==> src/rtl/sfm_pkg.sv <==
package sfm_pkg;

   typedef enum logic [1:0] {
      SFM_BEFORE  = 2'b00,
      SFM_THROUGH = 2'b01,
      SFM_SINGLE  = 2'b10,
      SFM_RSVD    = 2'b11
   } sfm_mode_e;

   localparam int SFM_STYLE_RIPPLE = 0;
   localparam int SFM_STYLE_TREE   = 1;

endpackage

==> src/rtl/sfm_prefix_or.sv <==
// Inclusive prefix OR: any_incl[i] = |hit[i:0].
module sfm_prefix_or #(
   parameter int W     = 64,
   parameter int STYLE = sfm_pkg::SFM_STYLE_TREE
) (
   input  logic [W-1:0] hit,
   output logic [W-1:0] any_incl
);

   localparam int STAGES = (W > 1) ? $clog2(W) : 1;

   if (W < 2) begin : g_bad_width
      $error("sfm_prefix_or: W must be at least 2");
   end

   if (STYLE == sfm_pkg::SFM_STYLE_RIPPLE) begin : g_ripple
      always_comb begin
         logic acc;
         acc = 1'b0;
         for (int i = 0; i < W; i++) begin
            acc         = acc | hit[i];
            any_incl[i] = acc;
         end
      end
   end else if (STYLE == sfm_pkg::SFM_STYLE_TREE) begin : g_tree
      for (genvar s = 0; s < STAGES; s++) begin : g_stg
         localparam int SPAN = 1 << s;
         logic [W-1:0] prv;
         logic [W-1:0] nxt;
         if (s == 0) begin : g_first
            assign prv = hit;
         end else begin : g_chain
            assign prv = g_stg[s-1].nxt;
         end
         always_comb begin
            nxt = prv;
            for (int i = SPAN; i < W; i++) begin
               nxt[i] = prv[i] | prv[i-SPAN];
            end
         end
      end
      assign any_incl = g_stg[STAGES-1].nxt;
   end else begin : g_bad_style
      $error("sfm_prefix_or: STYLE must be 0 or 1");
      assign any_incl = '0;
   end

endmodule

==> src/rtl/sfm_mode_apply.sv <==
// Shapes the mask from the prefix and merges it with the old destination.
module sfm_mode_apply #(
   parameter int W = 64
) (
   input  sfm_pkg::sfm_mode_e mode,
   input  logic [W-1:0]       hit,
   input  logic [W-1:0]       any_incl,
   input  logic [W-1:0]       pred,
   input  logic [W-1:0]       old,
   output logic [W-1:0]       mask,
   output logic               none
);

   logic [W-1:0] any_excl;
   logic [W-1:0] shape_before;
   logic [W-1:0] shape_through;
   logic [W-1:0] shape_single;
   logic [W-1:0] active_val;

   assign any_excl      = {any_incl[W-2:0], 1'b0};
   assign shape_before  = ~any_incl;
   assign shape_through = ~any_excl;
   assign shape_single  = hit & ~any_excl;
   assign none          = ~any_incl[W-1];

   always_comb begin
      unique case (mode)
         sfm_pkg::SFM_BEFORE:  active_val = shape_before;
         sfm_pkg::SFM_THROUGH: active_val = shape_through;
         sfm_pkg::SFM_SINGLE:  active_val = shape_single;
         default:              active_val = old;
      endcase
   end

   assign mask = (active_val & pred) | (old & ~pred);

endmodule

==> src/rtl/sfm_mask_gen.sv <==
module sfm_mask_gen #(
   parameter int WIDTH        = 64,
   parameter int PREFIX_STYLE = sfm_pkg::SFM_STYLE_TREE,
   parameter int REG_OUT      = 1
) (
   input  logic             clk,
   input  logic             rst_n,
   input  logic             in_valid,
   input  logic [1:0]       in_mode,
   input  logic [WIDTH-1:0] in_src,
   input  logic [WIDTH-1:0] in_pred,
   input  logic [WIDTH-1:0] in_old,
   output logic             out_valid,
   output logic [WIDTH-1:0] out_mask,
   output logic             out_none
);

   if (WIDTH < 2) begin : g_chk_width
      $error("sfm_mask_gen: WIDTH must be at least 2");
   end
   if (REG_OUT != 0 && REG_OUT != 1) begin : g_chk_reg
      $error("sfm_mask_gen: REG_OUT must be 0 or 1");
   end

   logic [WIDTH-1:0] hit;
   logic [WIDTH-1:0] any_incl;
   logic [WIDTH-1:0] nxt_mask;
   logic             nxt_none;

   assign hit = in_src & in_pred;

   sfm_prefix_or #(
      .W     (WIDTH),
      .STYLE (PREFIX_STYLE)
   ) u_prefix (
      .hit      (hit),
      .any_incl (any_incl)
   );

   sfm_mode_apply #(
      .W (WIDTH)
   ) u_apply (
      .mode     (sfm_pkg::sfm_mode_e'(in_mode)),
      .hit      (hit),
      .any_incl (any_incl),
      .pred     (in_pred),
      .old      (in_old),
      .mask     (nxt_mask),
      .none     (nxt_none)
   );

   if (REG_OUT == 1) begin : g_reg
      always_ff @(posedge clk or negedge rst_n) begin
         if (!rst_n) begin
            out_valid <= 1'b0;
            out_mask  <= '0;
            out_none  <= 1'b0;
         end else begin
            out_valid <= in_valid;
            if (in_valid) begin
               out_mask <= nxt_mask;
               out_none <= nxt_none;
            end
         end
      end
   end else begin : g_comb
      assign out_valid = in_valid;
      assign out_mask  = nxt_mask;
      assign out_none  = nxt_none;
   end

endmodule


==> config.mk <==
export PLATFORM = sky130hd
export DESIGN_NAME = sfm_mask_gen
export DESIGN_NICKNAME = d
export VERILOG_FILES = /design/src/rtl/sfm_pkg.sv /design/src/rtl/sfm_prefix_or.sv /design/src/rtl/sfm_mode_apply.sv /design/src/rtl/sfm_mask_gen.sv
export SDC_FILE = /design/constraint.sdc
export NUM_CORES = 1
export LEC_CHECK = 0
export ABC_CLOCK_PERIOD_IN_PS = 1300
export BUFFER_PORTS_ARGS = -buffer_cell sky130_fd_sc_hd__buf_2
export CAP_MARGIN = 20
export CORE_MARGIN = 2
export CORE_UTILIZATION = 25
export CTS_CLUSTER_DIAMETER = 30
export DETAILED_ROUTE_END_ITERATION = 6
export GPL_TIMING_DRIVEN = 1
export SKIP_CTS_REPAIR_TIMING = 1
export SYNTH_ARGS = -nofsm -noshare
export SYNTH_HDL_FRONTEND = slang
export SYNTH_SLANG_ARGS = --single-unit
==> constraint.sdc <==
create_clock -name clk -period 1.3 [get_ports clk]
set_input_delay 0.13 -clock clk [delete_from_list [all_inputs] [get_ports clk]]
set_output_delay 0.13 -clock clk [all_outputs]
set_load 0.03 [all_outputs]
==> results.py, run 1 <==
metrics = {
    "synth": {
        "synth_fp_nets": 950,
        "synth_edf_count": 0,
        "synth-seq-cells": 66,
        "syn_avg_cell_area_um2": 7.25,
        "synth_ff_type": "dfrtp_1",
        "synth_seq_area_share_pct": 30.3,
        "ys_warn_count": 0,
        "syn_area_um2": 5460,
        "synthDistinctLibCells": 67,
        "synthArstFlopShare_pct": 100,
        "netlist_instances": 753,
    },
    "clock_tree": {
        "clock_latency_ns": 0.35,
        "clock-root-buffer": "clkbuf_16",
        "cts.sinks": 66,
        "cts_tree": "done",
        "clkTransAtPathRegs_ns": 0.06,
        "cts_buffers": 9,
        "cts.htree.levels": 3,
        "cts_buffer_depth": 2,
    },
    "worst_setup_path": {
        "cp_slowest_cell": "or4_4",
        "max_stage_delay_ns": 0.51,
        "crit_chain": "buf_6 -> a222oi_1 -> buf_4 -> nand4_1 -> buf_4 -> or4_4 -> nor2_4 -> nand3_2 -> a221oi_2",
        "worstSetupPathType": "primary input to register",
        "worstPathRequired_ns": 1.55,
        "timing.critical_path.from": "in_pred[17]",
        "critPathMaxFanout": 4,
        "crit_path_start_kind": "primary input",
        "timing.rr.start": "out_mask[38]$_DFFE_PN0P_",
        "rr_endpoint": "out_mask[38]$_DFFE_PN0P_",
        "ff2ff_setup_slack_ns": 0.32,
        "worst-path-stages": 9,
        "rr_worst_depth": 3,
        "cp_common_cell": "buf_4",
        "crit_end": "out_mask[55]$_DFFE_PN0P_",
        "cp_top_family": "simple AND/OR/NAND/NOR gates",
        "arrival_ns": 2.18,
        "crit_buf_inv": 3,
        "end_kind": "register",
    },
    "grt": {
        "grt_max_degree": 69,
        "antenna_found_initial": 3,
        "gr-total-overflow": 0,
        "grt_pass1_wl_um": 39300,
        "grt_usage_pct": 22.3,
        "grt_pass1_vias": 7350,
    },
    "route": {
        "via_per_inst": 5.29,
        "vias": 8018,
        "drt_iter0_markers": 420,
        "drt_wl_total_um": 28100,
        "drc": 0,
        "post_drt_wl_per_cell_um": 18.5,
        "first_pass_iters": 5,
        "postRouteAntennaNets": 0,
    },
    "timing": {
        "worst_pin_slew_ns": 0.516,
        "fmax_mhz": 518,
        "period_share_pct": 149,
        "setup_tns_ns": -21.68,
        "hold_viol": 0,
        "setup_violations": 57,
        "min_period_ns": 1.93,
        "setup_slack_ns": -0.632,
        "skew_ns": 0,
        "relSlewSlack_pct": 65.6,
        "drv_slew": 0,
        "rsz0062_at_grt": "yes",
    },
    "job": {
        "drv_cap": 0,
    },
    "finish": {
        "final_cells": 1516,
        "nets": 1426,
        "syn2layout_area_growth_pct": 83.0,
        "post-route-util_pct": 46.2,
        "drive_gt1_share_pct": 50.9,
    },
    "die": {
        "placementRows": 54,
        "io_pins": 263,
        "die_w_um": 152,
        "fp.dieArea_um2": 23000,
        "design.core.area_um2": 21600,
        "die_y_um": 152,
        "start_util_pct": 25.2,
    },
    "place": {
        "place_inst": 1469,
        "place.gp.congestion": 0.974,
        "dpl.hpwl_um": 21100,
        "pre_cts_ws_ns": -1.11,
        "portBuffers": 262,
    },
    "pwr": {
        "p_leak_nw": 4.65,
        "power_density_nw_per_um2": 836,
        "max-vdd-ir-drop_mv": 0.581,
    },
    "min_path": {
        "hp-class": "primary input to register",
    },
    "outcome": {
        "status": "finished with violations",
        "failed_checks": "negative setup slack",
    },
}
tightest hold or removal path: cells and delay by family:
family                 cells  cell delay, ns
buffers and inverters      1            0.07
AO/OA/AOI/OAI              2            0.12
cells in the final DEF, fill, tap and decap left out, drive strengths merged, types with 3 or more instances in the layout:
| cell | instances |
|---|---|
| nor4 | 6 |
| and4 | 5 |
| a21oi | 106 |
| o211ai | 5 |
| o21ai | 36 |
| or3 | 3 |
| dfrtp | 66 |
| and3 | 11 |
| xnor2 | 13 |
| a31oi | 42 |
| inv | 12 |
| a211oi | 8 |
| o21a | 5 |
| o22ai | 6 |
| or4 | 3 |
| and2 | 4 |
| o2111ai | 4 |
| a2bb2oi | 4 |
| diode | 3 |
| nand3 | 30 |
| a221oi | 4 |
| nor2b | 16 |
| nand4 | 21 |
| mux2 | 4 |
| or2 | 3 |
| buf | 510 |
| clkbuf | 14 |
| a21o | 13 |
| a222oi | 10 |
| nor2 | 67 |
| a22oi | 19 |
| nor3 | 11 |
| a41oi | 8 |
| nand2 | 130 |
routing by layer:
layer | vias to the layer above | track usage (%) | wire length, um
li1 | 3800 | - | -
met1 | 3841 | 29.3 | 12100
met2 | 320 | 36.1 | 13100
met3 | 57 | 4.19 | 1960
met4 | 0 | 9.26 | 913
met5 | - | 0 | 0
Yosys cell counts, types with 5 or more instances:
| library cell | number | area share (%) |
|---|---|---|
| a211oi_1 | 7 | 0.96 |
| a41oi_1 | 6 | 0.96 |
| o21a_1 | 5 | 0.69 |
| buf_1 | 11 | 0.76 |
| nand3_1 | 30 | 2.8 |
| clkbuf_1 | 34 | 2.3 |
| nor2b_1 | 16 | 1.8 |
| o21ai_0 | 35 | 3.2 |
| o22ai_1 | 6 | 0.69 |
| nand4_1 | 18 | 2.1 |
| inv_1 | 12 | 0.83 |
| and3_1 | 11 | 1.3 |
| a21o_1 | 13 | 1.8 |
| o211ai_1 | 5 | 0.69 |
| nand2_1 | 129 | 8.9 |
| a22oi_1 | 19 | 2.6 |
| a31oi_1 | 42 | 4.8 |
| and4_1 | 5 | 0.80 |
| a21oi_1 | 106 | 9.7 |
| a222oi_1 | 10 | 1.8 |
| xnor2_1 | 13 | 2.1 |
| nor2_1 | 66 | 4.5 |
| nor3_1 | 11 | 1.0 |
| dfrtp_1 | 66 | 30 |
registers in the layout, summed over array words and instances, names as in the netlist:
name	cells
out_none	1
out_mask	64
out_valid	1
stage by stage:
step,instance area [um^2],power (mW),hold WS [ns]
after floorplan,5570,3.86,-0.166
after global placement,8750,5.42,0.0652
after detailed placement,8750,5.45,0.0660
after CTS,9050,8.13,-0.310
after global routing,9980,8.72,0.0293
final,9990,8.35,0.0174
report_power, final:
part / leakage [nW] / total (mW) / internal [mW] / switching [mW]
registers: 0.774 / 2.42 / 2.29 / 0.131
logic: 3.73 / 3.29 / 1.38 / 1.91
clock network: 0.152 / 2.65 / 1.63 / 1.01
total: 4.65 / 8.35 / 5.30 / 3.05
kinds of logic (layout without fill, tap and decap cells):
family | after synthesis | in the layout | synth area share, %
muxes | 4 | 4 | 0.825
buffers and inverters | 61 | 541 | 4.47
and+or+nand+nor | 317 | 317 | 27.8
DFF | 66 | 66 | 30.3
other | 0 | 3 | 0
AOI/OAI and AO/OA | 291 | 291 | 34.4
xor gates and xnor gates | 14 | 14 | 2.25
how the worst min path moves through the flow:
stage / from / end / slack [ns] / cells after the start
2_1_floorplan: rst_n / out_mask[0]$_DFFE_PN0P_ / -0.17 / 0
3_3_place_gp: rst_n / out_mask[7]$_DFFE_PN0P_ / 0.07 / 1
3_5_place_dp: rst_n / out_mask[7]$_DFFE_PN0P_ / 0.07 / 1
4_1_cts: rst_n / out_mask[7]$_DFFE_PN0P_ / -0.31 / 1
5_1_grt: in_old[62] / out_mask[62]$_DFFE_PN0P_ / 0.03 / 3
6_report: in_old[62] / out_mask[62]$_DFFE_PN0P_ / 0.02 / 3
cell type report:
| type | count | area [um^2] |
|---|---|---|
| timing repair buffer | 513 | 3410 |
| antenna | 3 | 7.51 |
| clock buffer | 13 | 270 |
| tap | 280 | 350 |
| fill | 2134 | 11600 |
| clock inverter | 2 | 35.0 |
| multi-input combinational | 626 | 4210 |
| inverter | 13 | 48.8 |
| sequential | 66 | 1650 |
(Power assumes the default switching activity.)
==> inputs of run 2 (changes only) <==
==> constraint.sdc (replaced) <==
create_clock -name clk -period 1.3 [get_ports clk]
set_input_delay 0.39 -clock clk [delete_from_list [all_inputs] [get_ports clk]]
set_output_delay 0.39 -clock clk [all_outputs]
set_load 0.05 [all_outputs]
==> results.py, run 2 (same netlist as run 1, synthesis figures left out) <==
metrics = {
    "place": {
        "place_inst": 1473,
        "place.gp.congestion": 0.879,
        "portBuffers": 262,
        "pre_cts_ws_ns": -1.27,
        "dpl.hpwl_um": 20700,
        "post_dp_cell_area_um2": 8790,
    },
    "route": {
        "drt_iter0_markers": 494,
        "postRouteAntennaNets": 0,
        "post_drt_wl_per_cell_um": 17.9,
        "drt_wl_total_um": 27300,
        "vias": 7993,
        "via_per_inst": 5.24,
        "drc": 0,
        "first_pass_iters": 5,
    },
    "clock_tree": {
        "clock-root-buffer": "clkbuf_16",
        "clkTransAtPathRegs_ns": 0.06,
        "cts.sinks": 66,
        "cts_tree": "done",
        "cts_buffers": 9,
        "clock_latency_ns": 0.33,
        "cts_buffer_depth": 2,
        "cts.htree.levels": 3,
    },
    "grt": {
        "grt_use_met1_pct": 29.2,
        "met2_usage_pct": 36.4,
        "antenna_found_initial": 2,
        "grt_max_degree": 67,
        "grt_pass1_wl_um": 39200,
        "grt_usage_pct": 21.9,
        "met3_usage_pct": 4.04,
        "grt_pass1_vias": 7449,
        "gr-total-overflow": 0,
        "grt_most_used_layer": "met2",
    },
    "die": {
        "io_pins": 263,
        "design.core.area_um2": 21600,
        "placementRows": 54,
        "fp.dieArea_um2": 23000,
        "start_util_pct": 25.2,
        "die_y_um": 152,
        "die_w_um": 152,
    },
    "worst_setup_path": {
        "cp_slowest_cell": "o311a_1",
        "worstPathRequired_ns": 1.56,
        "crit_path_start_kind": "primary input",
        "worst-path-stages": 10,
        "arrival_ns": 2.42,
        "crit_chain": "buf_6 -> a222oi_1 -> buf_4 -> nand2_8 -> buf_6 -> nor4_4 -> buf_4 -> nand4_4 -> o311a_1 -> a211oi_2",
        "timing.critical_path.from": "in_pred[2]",
        "critPathMaxFanout": 5,
        "rr_endpoint": "out_mask[38]$_DFFE_PN0P_",
        "crit_buf_inv": 4,
        "rr_worst_depth": 3,
        "worstSetupPathType": "primary input to register",
        "cp_top_family": "compound AO/OA/AOI/OAI gates",
        "end_kind": "register",
        "ff2ff_setup_slack_ns": 0.33,
        "crit_end": "out_mask[34]$_DFFE_PN0P_",
        "timing.rr.start": "out_mask[38]$_DFFE_PN0P_",
        "max_stage_delay_ns": 0.38,
    },
    "timing": {
        "rsz0062_at_grt": "yes",
        "setup_violations": 71,
        "drv_slew": 0,
        "worst_pin_slew_ns": 0.439,
        "min_period_ns": 2.16,
        "skew_ns": 0,
        "period_share_pct": 166,
        "fmax_mhz": 462,
        "setup_slack_ns": -0.864,
        "hold_viol": 0,
        "relSlewSlack_pct": 70.7,
    },
    "finish": {
        "syn2layout_area_growth_pct": 90.9,
        "nFillCells": 2121,
        "final_cells": 1525,
        "largestRegisters": "out_mask: 64 flops, out_none: 1 flops, out_valid: 1 flops",
        "largest_reg_flops": 64,
        "drive_gt1_share_pct": 51.3,
        "nets": 1436,
        "final_cell_mix": "buf_4, buf_2, nand2_1",
        "final_common_cell": "buf_4",
        "top_register": "out_mask",
        "post-route-cell-area_um2": 10400,
    },
    "pwr": {
        "p_leak_nw": 4.84,
        "fin_total_pwr_mw": 9.06,
        "p_seq_share_pct": 27.3,
        "p_int_mw": 5.59,
        "switchingPower_mw": 3.48,
        "swShare_pct": 38.4,
        "clkPwrFrac_pct": 28.9,
        "combPwrFrac_pct": 43.8,
        "max-vdd-ir-drop_mv": 0.461,
        "power_density_nw_per_um2": 870,
    },
    "job": {
        "drv_cap": 0,
    },
    "outcome": {
        "failed_checks": "negative setup slack",
        "status": "finished with violations",
    },
    "min_path": {
        "hp-class": "primary input to async pin",
    },
}
==> run 2: cell count changes in the layout (fill, tap and decap cells not counted), moves of 3 or more <==
cell and change:
buf_4 +14, nor3_2 -3, buf_2 -68, a22oi_1 -3, a22oi_2 +3, buf_6 +64, nand3_1 +3
==> run 2: power by group through the flow <==
stage               registers, mW  clock network (mW)  logic, mW
CTS                          2.42                2.68       3.37
global route                 2.50                2.75       4.22
detailed placement           2.45                   0       3.36
floorplan                    3.25                   0      0.995
global placement             2.45                   0       3.33
finish                       2.48                2.62       3.97
==> run 2: final cells by class <==
type / instances / area (um^2) / share of cell area (%)
clock buffer: 11 / 253 / 2.43
clock inverter: 5 / 52.6 / 0.505
timing repair buffer: 523 / 3910 / 37.6
multi-input combinational: 626 / 4140 / 39.8
antenna: 1 / 2.50 / 0.0240
tap: 280 / 350 / 3.36
sequential: 66 / 1650 / 15.9
inverter: 13 / 48.8 / 0.468
==> run 2: worst min path at each step <==
stage           from                       end  depth (start not counted)
2_1_floorplan  rst_n   out_mask[0]$_DFFE_PN0P_                          0
3_3_place_gp   rst_n   out_mask[8]$_DFFE_PN0P_                          2
3_5_place_dp   rst_n  out_mask[18]$_DFFE_PN0P_                          2
4_1_cts        rst_n  out_mask[18]$_DFFE_PN0P_                          2
5_1_grt        rst_n  out_mask[20]$_DFFE_PN0P_                          2
6_report       rst_n  out_mask[20]$_DFFE_PN0P_                          2
==> run 2: routing by layer <==
layer | vias to the layer above | share of wire (%) | wire length (um)
met2 | 326 | 48 | 13100
met5 | - | 0.040 | 11
met1 | 3811 | 43 | 11800
met4 | 2 | 1.7 | 461
li1 | 3817 | - | -
met3 | 37 | 7.0 | 1920
==> run 2: per-stage QoR <==
stage / utilization, % / TNS, ns / hold slack (ns)
after global routing: 48.2 / -43.62 / 0.0847
after global placement: 40.7 / -62.38 / 0.440
after floorplan: - / -43.83 / 0.0944
after detailed placement: 40.7 / -63.98 / 0.441
after CTS: 42.1 / -45.80 / 0.0715
final: 48.2 / -38.60 / 0.0562
